--- src/rtl/bvh_pkg.sv ---
package bvh_pkg;

    localparam int WORD_W     = 32;
    localparam int NODE_WORDS = 8;
    localparam int NODE_SHIFT = $clog2(NODE_WORDS);

    // Word positions inside a record (the layout is fixed by memory contents)
    localparam int WI_COUNT = 6;
    localparam int WI_CHILD = 7;

    typedef logic [NODE_WORDS-1:0][WORD_W-1:0] node_words_t;

    typedef enum logic [2:0] {
        S_IDLE,
        S_FETCH,
        S_BOX,
        S_LEAF,
        S_POP
    } walk_state_t;

    typedef struct packed {
        logic [WORD_W-1:0]   lo;      // unused top bits: 3 words packed below
        logic [WORD_W-1:0]   count;
        logic [WORD_W-1:0]   child;
        logic                interior;
        logic                filled;  // leaf with at least one triangle
    } node_info_t;

    function automatic node_info_t decode_node(input node_words_t w);
        node_info_t n;
        n.lo       = w[0];
        n.count    = w[WI_COUNT];
        n.child    = w[WI_CHILD];
        n.interior = w[WI_COUNT][WORD_W-1];
        n.filled   = !w[WI_COUNT][WORD_W-1] && (|w[WI_COUNT]);
        return n;
    endfunction

endpackage

--- src/rtl/bvh_stack.sv ---
module bvh_stack #(
    parameter int DEPTH = 32,
    parameter int W     = 16
) (
    input  logic         clk,
    input  logic         rst,
    input  logic         clear,
    input  logic         push,
    input  logic         pop,
    input  logic [W-1:0] push_data,
    output logic [W-1:0] top,
    output logic         empty,
    output logic         full
);
    localparam int PW = $clog2(DEPTH + 1);
    localparam int IW = (DEPTH > 1) ? $clog2(DEPTH) : 1;

    logic [W-1:0]  slots [DEPTH];
    logic [PW-1:0] sp;
    logic [PW-1:0] sp_m1;

    assign sp_m1 = sp - 1'b1;
    assign empty = (sp == '0);
    assign full  = (sp == PW'(DEPTH));
    assign top   = slots[sp_m1[IW-1:0]];

    always_ff @(posedge clk) begin
        if (rst || clear) begin
            sp <= '0;
        end else if (push && !full) begin
            sp <= sp + 1'b1;
        end else if (pop && !empty) begin
            sp <= sp_m1;
        end
    end

    always_ff @(posedge clk) begin
        if (push && !full) begin
            slots[sp[IW-1:0]] <= push_data;
        end
    end

    // the sequencer must never push into a full stack
    p_push_room_r9: assert property (@(posedge clk) disable iff (rst)
        push |-> !full)
        else $error("push into full stack");

    // the sequencer must never pop an empty stack
    p_pop_nonempty_r8: assert property (@(posedge clk) disable iff (rst)
        pop |-> !empty)
        else $error("pop from empty stack");

endmodule

--- src/rtl/bvh_node_fetch.sv ---
module bvh_node_fetch
    import bvh_pkg::*;
#(
    parameter int AW = 16
) (
    input  logic              clk,
    input  logic              rst,
    input  logic              launch,
    input  logic [AW-1:0]     node_addr,
    output logic              mem_req,
    output logic [AW-1:0]     mem_addr,
    input  logic              mem_rvalid,
    input  logic [WORD_W-1:0] mem_rdata,
    output node_words_t       words,
    output logic              fetch_done
);
    localparam int CW = NODE_SHIFT;
    localparam logic [CW-1:0] LAST = CW'(NODE_WORDS - 1);

    logic          active;
    logic [CW-1:0] idx;

    always_ff @(posedge clk) begin
        if (rst) begin
            active     <= 1'b0;
            idx        <= '0;
            mem_req    <= 1'b0;
            mem_addr   <= '0;
            fetch_done <= 1'b0;
            words      <= '0;
        end else begin
            mem_req    <= 1'b0;
            fetch_done <= 1'b0;
            if (launch) begin
                active   <= 1'b1;
                idx      <= '0;
                mem_req  <= 1'b1;
                mem_addr <= node_addr;
            end else if (active && mem_rvalid) begin
                words[idx] <= mem_rdata;
                if (idx == LAST) begin
                    active     <= 1'b0;
                    fetch_done <= 1'b1;
                end else begin
                    idx      <= idx + 1'b1;
                    mem_req  <= 1'b1;
                    mem_addr <= mem_addr + 1'b1;
                end
            end
        end
    end

    // each returned word that is not the last triggers the next address
    p_read_step_r2: assert property (@(posedge clk) disable iff (rst)
        (active && !launch && mem_rvalid && idx != LAST) |=>
            (mem_req && mem_addr == $past(mem_addr) + 1'b1))
        else $error("read sequence broken");

    // a back-to-back request is only legal right after returned data
    p_one_outstanding_r2: assert property (@(posedge clk) disable iff (rst)
        (mem_req && !launch) |=> (!mem_req || $past(mem_rvalid) || $past(launch)))
        else $error("second read while one outstanding");

endmodule

--- src/rtl/bvh_walker.sv ---
module bvh_walker
    import bvh_pkg::*;
#(
    parameter int AW          = 16,
    parameter int IDW         = 16,
    parameter int STACK_DEPTH = 32
) (
    input  logic                clk,
    input  logic                rst,
    input  logic                start,
    input  logic [AW-1:0]       base_addr,
    output logic                busy,
    output logic                done,
    output logic                overflow,
    output logic                mem_req,
    output logic [AW-1:0]       mem_addr,
    input  logic                mem_rvalid,
    input  logic [WORD_W-1:0]   mem_rdata,
    output logic                box_req,
    output logic [3*WORD_W-1:0] box_lo,
    output logic [3*WORD_W-1:0] box_hi,
    input  logic                box_rsp_valid,
    input  logic                box_hit,
    output logic                tri_valid,
    output logic [WORD_W-1:0]   tri_addr,
    output logic [WORD_W-1:0]   tri_count,
    input  logic                tri_ack
);
    walk_state_t    state;
    logic [IDW-1:0] cur_id;
    logic [AW-1:0]  base_q;
    logic [AW-1:0]  node_addr;
    logic           launch;
    logic           fetch_done;
    node_words_t    words;
    node_info_t     node;
    logic [IDW-1:0] left_id;

    logic           stk_clear, stk_push, stk_pop;
    logic           stk_empty, stk_full;
    logic [IDW-1:0] stk_top;

    assign node      = decode_node(words);
    assign left_id   = node.child[IDW-1:0];
    assign node_addr = base_q + (AW'(cur_id) << NODE_SHIFT);
    assign busy      = (state != S_IDLE);

    // Corners go out with the lowest-numbered word in the low bits
    genvar g;
    generate
        for (g = 0; g < 3; g++) begin : g_corner
            assign box_lo[g*WORD_W +: WORD_W] = words[g];
            assign box_hi[g*WORD_W +: WORD_W] = words[g+3];
        end
    endgenerate

    assign stk_clear = (state == S_IDLE) && start;
    assign stk_push  = (state == S_BOX) && box_rsp_valid && box_hit
                       && node.interior && !stk_full;
    assign stk_pop   = (state == S_POP) && !stk_empty;

    bvh_node_fetch #(.AW(AW)) u_fetch (
        .clk        (clk),
        .rst        (rst),
        .launch     (launch),
        .node_addr  (node_addr),
        .mem_req    (mem_req),
        .mem_addr   (mem_addr),
        .mem_rvalid (mem_rvalid),
        .mem_rdata  (mem_rdata),
        .words      (words),
        .fetch_done (fetch_done)
    );

    bvh_stack #(.DEPTH(STACK_DEPTH), .W(IDW)) u_stack (
        .clk       (clk),
        .rst       (rst),
        .clear     (stk_clear),
        .push      (stk_push),
        .pop       (stk_pop),
        .push_data (left_id + 1'b1),
        .top       (stk_top),
        .empty     (stk_empty),
        .full      (stk_full)
    );

    always_ff @(posedge clk) begin
        if (rst) begin
            state     <= S_IDLE;
            cur_id    <= '0;
            base_q    <= '0;
            launch    <= 1'b0;
            box_req   <= 1'b0;
            tri_valid <= 1'b0;
            tri_addr  <= '0;
            tri_count <= '0;
            done      <= 1'b0;
            overflow  <= 1'b0;
        end else begin
            launch  <= 1'b0;
            box_req <= 1'b0;
            done    <= 1'b0;
            unique case (state)
                S_IDLE: begin
                    if (start) begin
                        base_q   <= base_addr;
                        cur_id   <= '0;
                        overflow <= 1'b0;
                        launch   <= 1'b1;
                        state    <= S_FETCH;
                    end
                end
                S_FETCH: begin
                    if (fetch_done) begin
                        box_req <= 1'b1;
                        state   <= S_BOX;
                    end
                end
                S_BOX: begin
                    if (box_rsp_valid) begin
                        if (!box_hit) begin
                            state <= S_POP;
                        end else if (node.interior) begin
                            if (stk_full) begin
                                overflow <= 1'b1;
                                done     <= 1'b1;
                                state    <= S_IDLE;
                            end else begin
                                cur_id <= left_id;
                                launch <= 1'b1;
                                state  <= S_FETCH;
                            end
                        end else if (node.filled) begin
                            tri_valid <= 1'b1;
                            tri_addr  <= node.child;
                            tri_count <= node.count;
                            state     <= S_LEAF;
                        end else begin
                            state <= S_POP;
                        end
                    end
                end
                S_LEAF: begin
                    if (tri_ack) begin
                        tri_valid <= 1'b0;
                        state     <= S_POP;
                    end
                end
                S_POP: begin
                    if (stk_empty) begin
                        done  <= 1'b1;
                        state <= S_IDLE;
                    end else begin
                        cur_id <= stk_top;
                        launch <= 1'b1;
                        state  <= S_FETCH;
                    end
                end
                default: state <= S_IDLE;
            endcase
        end
    end

    // done lasts a single cycle and coincides with leaving the walk
    p_done_pulse_r8: assert property (@(posedge clk) disable iff (rst)
        done |=> !done)
        else $error("done longer than one cycle");

    p_done_idle_r8: assert property (@(posedge clk) disable iff (rst)
        done |-> !busy)
        else $error("done while busy");

    // overflow only clears on an accepted start
    p_ovf_sticky_r9: assert property (@(posedge clk) disable iff (rst)
        (overflow && !(start && !busy)) |=> overflow)
        else $error("overflow dropped");

    // the leaf handoff holds until acknowledged
    p_tri_hold_r6: assert property (@(posedge clk) disable iff (rst)
        (tri_valid && !tri_ack) |=>
            (tri_valid && $stable(tri_addr) && $stable(tri_count)))
        else $error("leaf handoff changed before ack");

    // one box request per fetched record, one cycle wide
    p_box_pulse_r3: assert property (@(posedge clk) disable iff (rst)
        box_req |=> !box_req)
        else $error("box request longer than one cycle");

    // no memory traffic outside a walk
    p_mem_busy_r10: assert property (@(posedge clk) disable iff (rst)
        mem_req |-> busy)
        else $error("read issued while idle");

endmodule

--- config.mk ---
export PLATFORM = sky130hd
export DESIGN_NAME = bvh_walker
export DESIGN_NICKNAME = d
export VERILOG_FILES = /design/src/rtl/bvh_pkg.sv /design/src/rtl/bvh_stack.sv /design/src/rtl/bvh_node_fetch.sv /design/src/rtl/bvh_walker.sv
export SDC_FILE = /design/constraint.sdc
export NUM_CORES = 1
export LEC_CHECK = 0
export BUFFER_PORTS_ARGS = -buffer_cell sky130_fd_sc_hd__buf_2
export CAP_MARGIN = 20
export CORE_MARGIN = 2
export CORE_UTILIZATION = 40
export DETAILED_ROUTE_END_ITERATION = 7
export PLACE_DENSITY = 0.67
export SYNTH_ARGS = -nofsm -noshare
export SYNTH_HDL_FRONTEND = slang
export SYNTH_HIERARCHICAL = 1
export SYNTH_SLANG_ARGS = --single-unit
--- constraint.sdc ---
create_clock -name clk -period 11.9 [get_ports clk]
set_clock_uncertainty 0.2 [all_clocks]
set_input_delay 0.595 -clock clk [delete_from_list [all_inputs] [get_ports clk]]
set_output_delay 0.595 -clock clk [all_outputs]
set_load 0.1 [all_outputs]
==> results of run 1 <==
-- layer usage --
metal | vias to the layer above | track usage, % | part of all wire [%]
met3 | 174 | 4.23 | 8.4
met2 | 983 | 33.2 | 47
li1 | 9850 | - | -
met1 | 10600 | 27.8 | 41
met5 | - | 0 | 0
met4 | 0 | 7.96 | 3.9
-- cell usage in the layout, fill, tap and decap left out, types with 9 or more instances in the layout --
cell type and instances:
mux2_2 26, nor3_1 10, buf_2 330, nor2_1 110, a22oi_1 13, nand4_1 13, xor2_1 15, nand2_1 593
buf_4 60, edfxtp_1 416, clkbuf_8 15, xnor2_1 12, clkbuf_1 20, a21oi_1 326, a31oi_1 13, dfxtp_1 383
clkbuf_16 80, inv_1 12, ha_1 20, mux2i_1 82, or3_1 25, nand3_1 20, nor3_2 17, o21ai_0 9
clkinv_2 14, nor4_1 13, nor2b_1 21, and2_1 13, mux4_2 104
-- power groups by stage --
stage	clock network [mW]	logic [mW]	registers (mW)
after global placement	0	0.182	2.96
after floorplan	0	0.0892	3.00
after detailed placement	0	0.183	2.96
after global routing	2.56	0.196	2.90
after CTS	2.45	0.184	2.90
final	2.42	0.185	2.90
-- area by class of cell --
class | count | area [µm²] | area share (%)
Timing Repair Buffer | 403 | 2280 | 6.17
Inverter | 14 | 52.6 | 0.142
Multi-Input combinational cell | 1576 | 10600 | 28.7
Sequential cell | 800 | 20200 | 54.6
Tap cell | 1050 | 1310 | 3.55
Clock inverter | 29 | 249 | 0.674
Clock buffer | 114 | 2270 | 6.14
-- stage by stage --
step / instance area [µm²] / std cells / hold WS (ns) / utilization [%]
2_1_floorplan: 31800 / 2602 / 0.235 / -
3_3_place_gp: 34300 / 3828 / 0.239 / 43.5
3_5_place_dp: 34300 / 3833 / 0.243 / 43.6
4_1_cts: 36900 / 3980 / 0.0133 / 46.9
5_1_grt: 37000 / 3986 / 0.0375 / 46.9
6_report: 37000 / 3986 / 0.0389 / 46.9
-- flip-flops by register name (all words and copies together) (netlist names), 3 cells and up --
| register | flops |
|---|---|
| u_stack/slots | 416 |
| u_fetch/words | 256 |
| tri_addr | 32 |
| tri_count | 31 |
| base_q | 16 |
| u_fetch/mem_addr | 16 |
| cur_id | 13 |
| u_stack/sp | 6 |
| state | 3 |
| u_fetch/idx | 3 |
-- worst max-delay path, cell delays in order, from the launching register on --
cell and delay (ns):
dfxtp_4 0.79, inv_1 0.27, ha_4 0.69, buf_4 0.86, mux4_2 0.37, nor2b_1 0.17
a221oi_1 0.12, a2111oi_1 0.44, a22oi_1 0.11, or3_1 0.34, a21oi_1 0.12
-- path summary, 6_finish.rpt --
check | from | endpoint | cells after the start
max reg2reg | u_stack/sp[0] | cur_id[1] | 10
min | base_addr[2] | base_q[2] | 3
min reg2reg | u_fetch/words[67] | u_fetch/words[67] | 2
max | u_stack/sp[0] | cur_id[1] | 10
-- what timing repair did --
| item | CTS | global route |
|---|---|---|
| buffers inserted | 0 | 0 |
| hold buffers | 4 | 0 |
| resized for setup | 0 | 0 |
| endpoints found under the hold margin | 4 | 0 |
==> results.txt, run 1 <==
Synth warnings = 6
Worst VDD drop = 87.2 µV
Power Dens Cells = 149 mW/mm²
Initial Util = 40.3%
GPL Wtd Cong = 0.854
Worst-path clk slew = 0.06 ns
Sequential Power Share = 52.7%
CP max FO = 70
Drt pass-1 iters = 5
Clock root cell = clkbuf_16
Fin crit period = 4.62 ns
N_diodes = 0
CTS H-tree depth = 3
Crit start category = flop
Vias/cell = 5.43
DIE AREA = 0.0817 mm²
Slew HR = 27.4%
Number of nets in the layout = 2,950
Post-Synthesis Cell Area = 0.0318 mm²
Worst Tran Pin Value = 1.08 ns
Largest net degree at the start of global routing = 117
Sw Ratio = 22.2%
HP Class = primary input to flop
Core Area = 0.0787 mm²
Die Span X = 286 µm
Routed len/inst = 21.8 µm
Post-Syn Instances = 2,602
Fill count = 6,942
DP HPWL = 57,600 µm
Port Buf Inserts = 331
Power Total = 5.50 mW
Final setup viols = 0
Initial antenna violation count = 0
RSZ-0062 raised after global routing = false
Routed wire length = 86,900 µm
Pleak = 12.2 nW
Psw = 1.22 mW
IO Count = 333
DRC Markers = 0
CTS Buffer Depth = 3
# clock sinks = 800
Worst skew pair latency = 0.64 ns
F_max = 216 MHz
Syn avg cell area = 12.2 µm²
Crit path DAT = 4.98 ns
Mapped Nets = 2,679
Setup_tns = 0 ns
Number of global-route vias before repair = 20,300
Clock share of power = 44.0%
Worst EP required = 12.25 ns
Cts bufs inserted = 78
First-pass GRT wire length = 129,000 µm
Ratio of cells with drive above 1 in the final layout = 24.2%
Remaining Overflow, GRT = 0
Tcrit/Tclk final = 38.8%
Area grow syn2layout = 16.4%
Final setup margin = 7.28 ns
Internal power = 4.28 mW
CP Capture Type = flop
DP Worst Slack = 7.34 ns
Via count = 21,600
Final-report hold violation count = 0
Outcome = finished, final reports clean
Fin. max-slew vios = 0
Site Rows = 103
Total GRT Usage = 20.7%
Remaining antenna violation count after routing = 0
Critical path class = flop to flop
CTS tree = built
Die H = 286 µm
Flop2flop setup slack = 7.28 ns
Max-Cap Viols = 0
DRT iter0 DRCs = 2,122
Logic pwr share = 3.4%
(Power assumes the default switching activity.)
==> run 2, diff against run 1 <==
ABC_AREA = 1   (was default)
PLACE_DENSITY = 0.66   (was 0.67)
clock period = 4.5 ns   (was 11.9 ns; I/O delays follow)
==> run 2 against run 1 <==
Flip-flop and latch count did not move; worst setup slack got worse by 6.2 ns; routed wire length rose by 19%; global-route usage rose by 2.2 points; count of clock-buffer cells in the layout fell by 1; core utilization rose by 0.17 points; highest routed layer unchanged.
==> results.txt, run 2 <==
Routed wire length = 104,000 µm (+19%)
CTS Buffer Depth = 3 (unchanged)
CP max FO = 17 (-76%)
Cts bufs inserted = 83 (+6.4%)
Most frequent cells in the layout = nand2_1, nor2_1, edfxtp_1
CP Capture Type = flop
Syn avg cell area = 8.66 µm² (-29%)
Worst VDD drop = 333 µV (+280%)
Die Span X = 296 µm (+3.6%)
Crit path DAT = 3.49 ns (-1.49 ns)
CTS H-tree depth = 3 (unchanged)
Total GRT Usage = 22.9% (+2.2 points)
Final setup viols = 0 (unchanged)
Worst Tran Pin Value = 1.36 ns (+0.277 ns)
First-pass GRT wire length = 154,000 µm (+19%)
Worst EP required = 4.56 ns (-7.69 ns)
Die H = 296 µm (+3.6%)
Number of global-route vias before repair = 25,600 (+26%)
DIE AREA = 0.0876 mm² (+7.3%)
Ratio of cells with drive above 1 in the final layout = 13.7% (-11 points)
Power Dens Cells = 473 mW/mm² (+220%)
RSZ-0062 raised after global routing = false
CP Cell Sequence = nor2_4, nand2_4, clkinv_4, nand2_1, nor2_1, buf_4, nand2_1, inv_1, nand2_2, nor2_1, nand2_1, inv_1
Remaining antenna violation count after routing = 0 (unchanged)
HP Class = flop to flop
Util after Layout = 47.1% (+0.17 points)
Initial antenna violation count = 0 (unchanged)
Crit path max-delay cell type = inv_1
Worst-path clk slew = 0.06 ns (about the same)
WL met3 = 10,000 µm (+37%)
Core Area = 0.0849 mm² (+7.8%)
Most common cell after layout, fill and taps aside = nand2_1
Largest net degree at the start of global routing = 215 (+84%)
Post-Synthesis Cell Area = 0.0341 mm² (+7.4%)
Initial Util = 40.2% (-0.14 points)
Routed len/inst = 19.0 µm (-13%)
Worst Hold Margin = 0.250 ns (+0.211 ns)
Mapped Nets = 4,018 (+50%)
Area grow syn2layout = 17.3%
Remaining Overflow, GRT = 0 (unchanged)
Post-Syn Instances = 3,941 (+51%)
Largest register FFs = 416 (unchanged)
Number of nets in the layout = 4,316 (+46%)
Slew HR = 9.19% (-18 points)
IO Count = 333 (unchanged)
GPL Wtd Cong = 0.884 (+3.5%)
Vias/cell = 5.05 (-7.0%)
WHS Path Cells = 2 (-1)
CTS tree = built
Final-report hold violation count = 0 (unchanged)
Crit start category = flop
Outcome = finished, final reports clean
Fin. max-slew vios = 0 (unchanged)
Setup_tns = 0 ns (unchanged)
F_max = 291 MHz (+35%)
R2R depth = 12 (+2)
Tcrit/Tclk final = 76.3% (+37 points)
Instance count on the critical path = 12 (+2)
DRC Markers = 0 (unchanged)
DRT iter0 DRCs = 3,030 (+43%)
Crit-path leading delay family = simple AND/OR/NAND/NOR gates
Site Rows = 107 (+3.9%)
# clock sinks = 800 (unchanged)
Critical path class = flop to flop
Drt pass-1 iters = 5 (unchanged)
DR top layer = met4
Pleak = 18.4 nW (+50%)
Number of buffers and inverters on the critical path = 4 (+2)
Worst skew pair latency = 0.65 ns (about the same)
Via count = 27,500 (+27%)
Port Buf Inserts = 331 (unchanged)
Synth warnings = 6 (unchanged)
Post-CTS setup buffer count = 0 (unchanged)
Metal2 WL = 46,600 µm (+14%)
Clock root cell = clkbuf_16
Finished Layout Cells = 5,450 (+37%)
DRT met1 WL = 43,300 µm (+23%)
Most common cell on crit path = nand2_1
Fin crit period = 3.43 ns (-1.19 ns)
Max-Cap Viols = 0 (unchanged)
CP max stage delay = 0.59 ns (-0.27 ns)
DP HPWL = 64,000 µm (+11%)
Placed insts = 5,224 (+36%)
==> run 2: layer usage <==
metal | track usage (%) | up-vias
met5 | 0 | -
met2 | 35.3 | 1273
met1 | 31.3 | 12900
met4 | 8.93 | 0
li1 | - | 13100
met3 | 5.38 | 223
==> run 2: through the flow <==
stage	total power, mW	cell area, µm²	setup WS (ns)
after global placement	11.9	36400	1.14
final	18.9	40000	1.07
after detailed placement	11.9	36400	1.10
after global routing	19.5	40000	0.888
after CTS	19.0	40000	1.10
after floorplan	11.2	34100	1.09
==> run 2: area by class of cell <==
type	instances	area, µm²
diodes	1	2.50
clock buffers	113	2290
clock inverters	38	513
fillers	8028	44900
inverters	430	1630
multi-input cells	2455	11000
flip-flops and latches	800	20200
well taps	1144	1430
repair buffers	469	2970
==> run 2: path summary, 6_finish.rpt <==
path,startpoint,endpoint,slack (ns)
hold reg to reg,u_fetch/fetch_done,box_req,0.25
setup reg to reg,state[2],u_stack/slots[17][5],1.07
setup / recovery,state[2],u_stack/slots[17][5],1.07
hold / removal,u_fetch/fetch_done,box_req,0.25
==> run 2: repair_timing <==
action | CTS | global route
gates resized for setup | 0 | 0
endpoints found under the hold margin | 283 | 0
hold buffers | 73 | 0
==> run 2: power breakdown <==
group | leakage [nW] | internal [mW] | switching [mW] | total (mW)
Combinational | 10.4 | 0.677 | 2.99 | 3.67
Sequential | 6.58 | 7.92 | 0.268 | 8.19
Clock | 1.35 | 4.04 | 3.02 | 7.05
==> run 2: worst register-to-register path, cell delays in order, from the launching register on <==
cell and delay, ns:
dfxtp_1 0.57, nor2_4 0.29, nand2_4 0.10, clkinv_4 0.14, nand2_1 0.09, nor2_1 0.12
buf_4 0.15, nand2_1 0.08, inv_1 0.13, nand2_2 0.24, nor2_1 0.27, nand2_1 0.08
inv_1 0.59
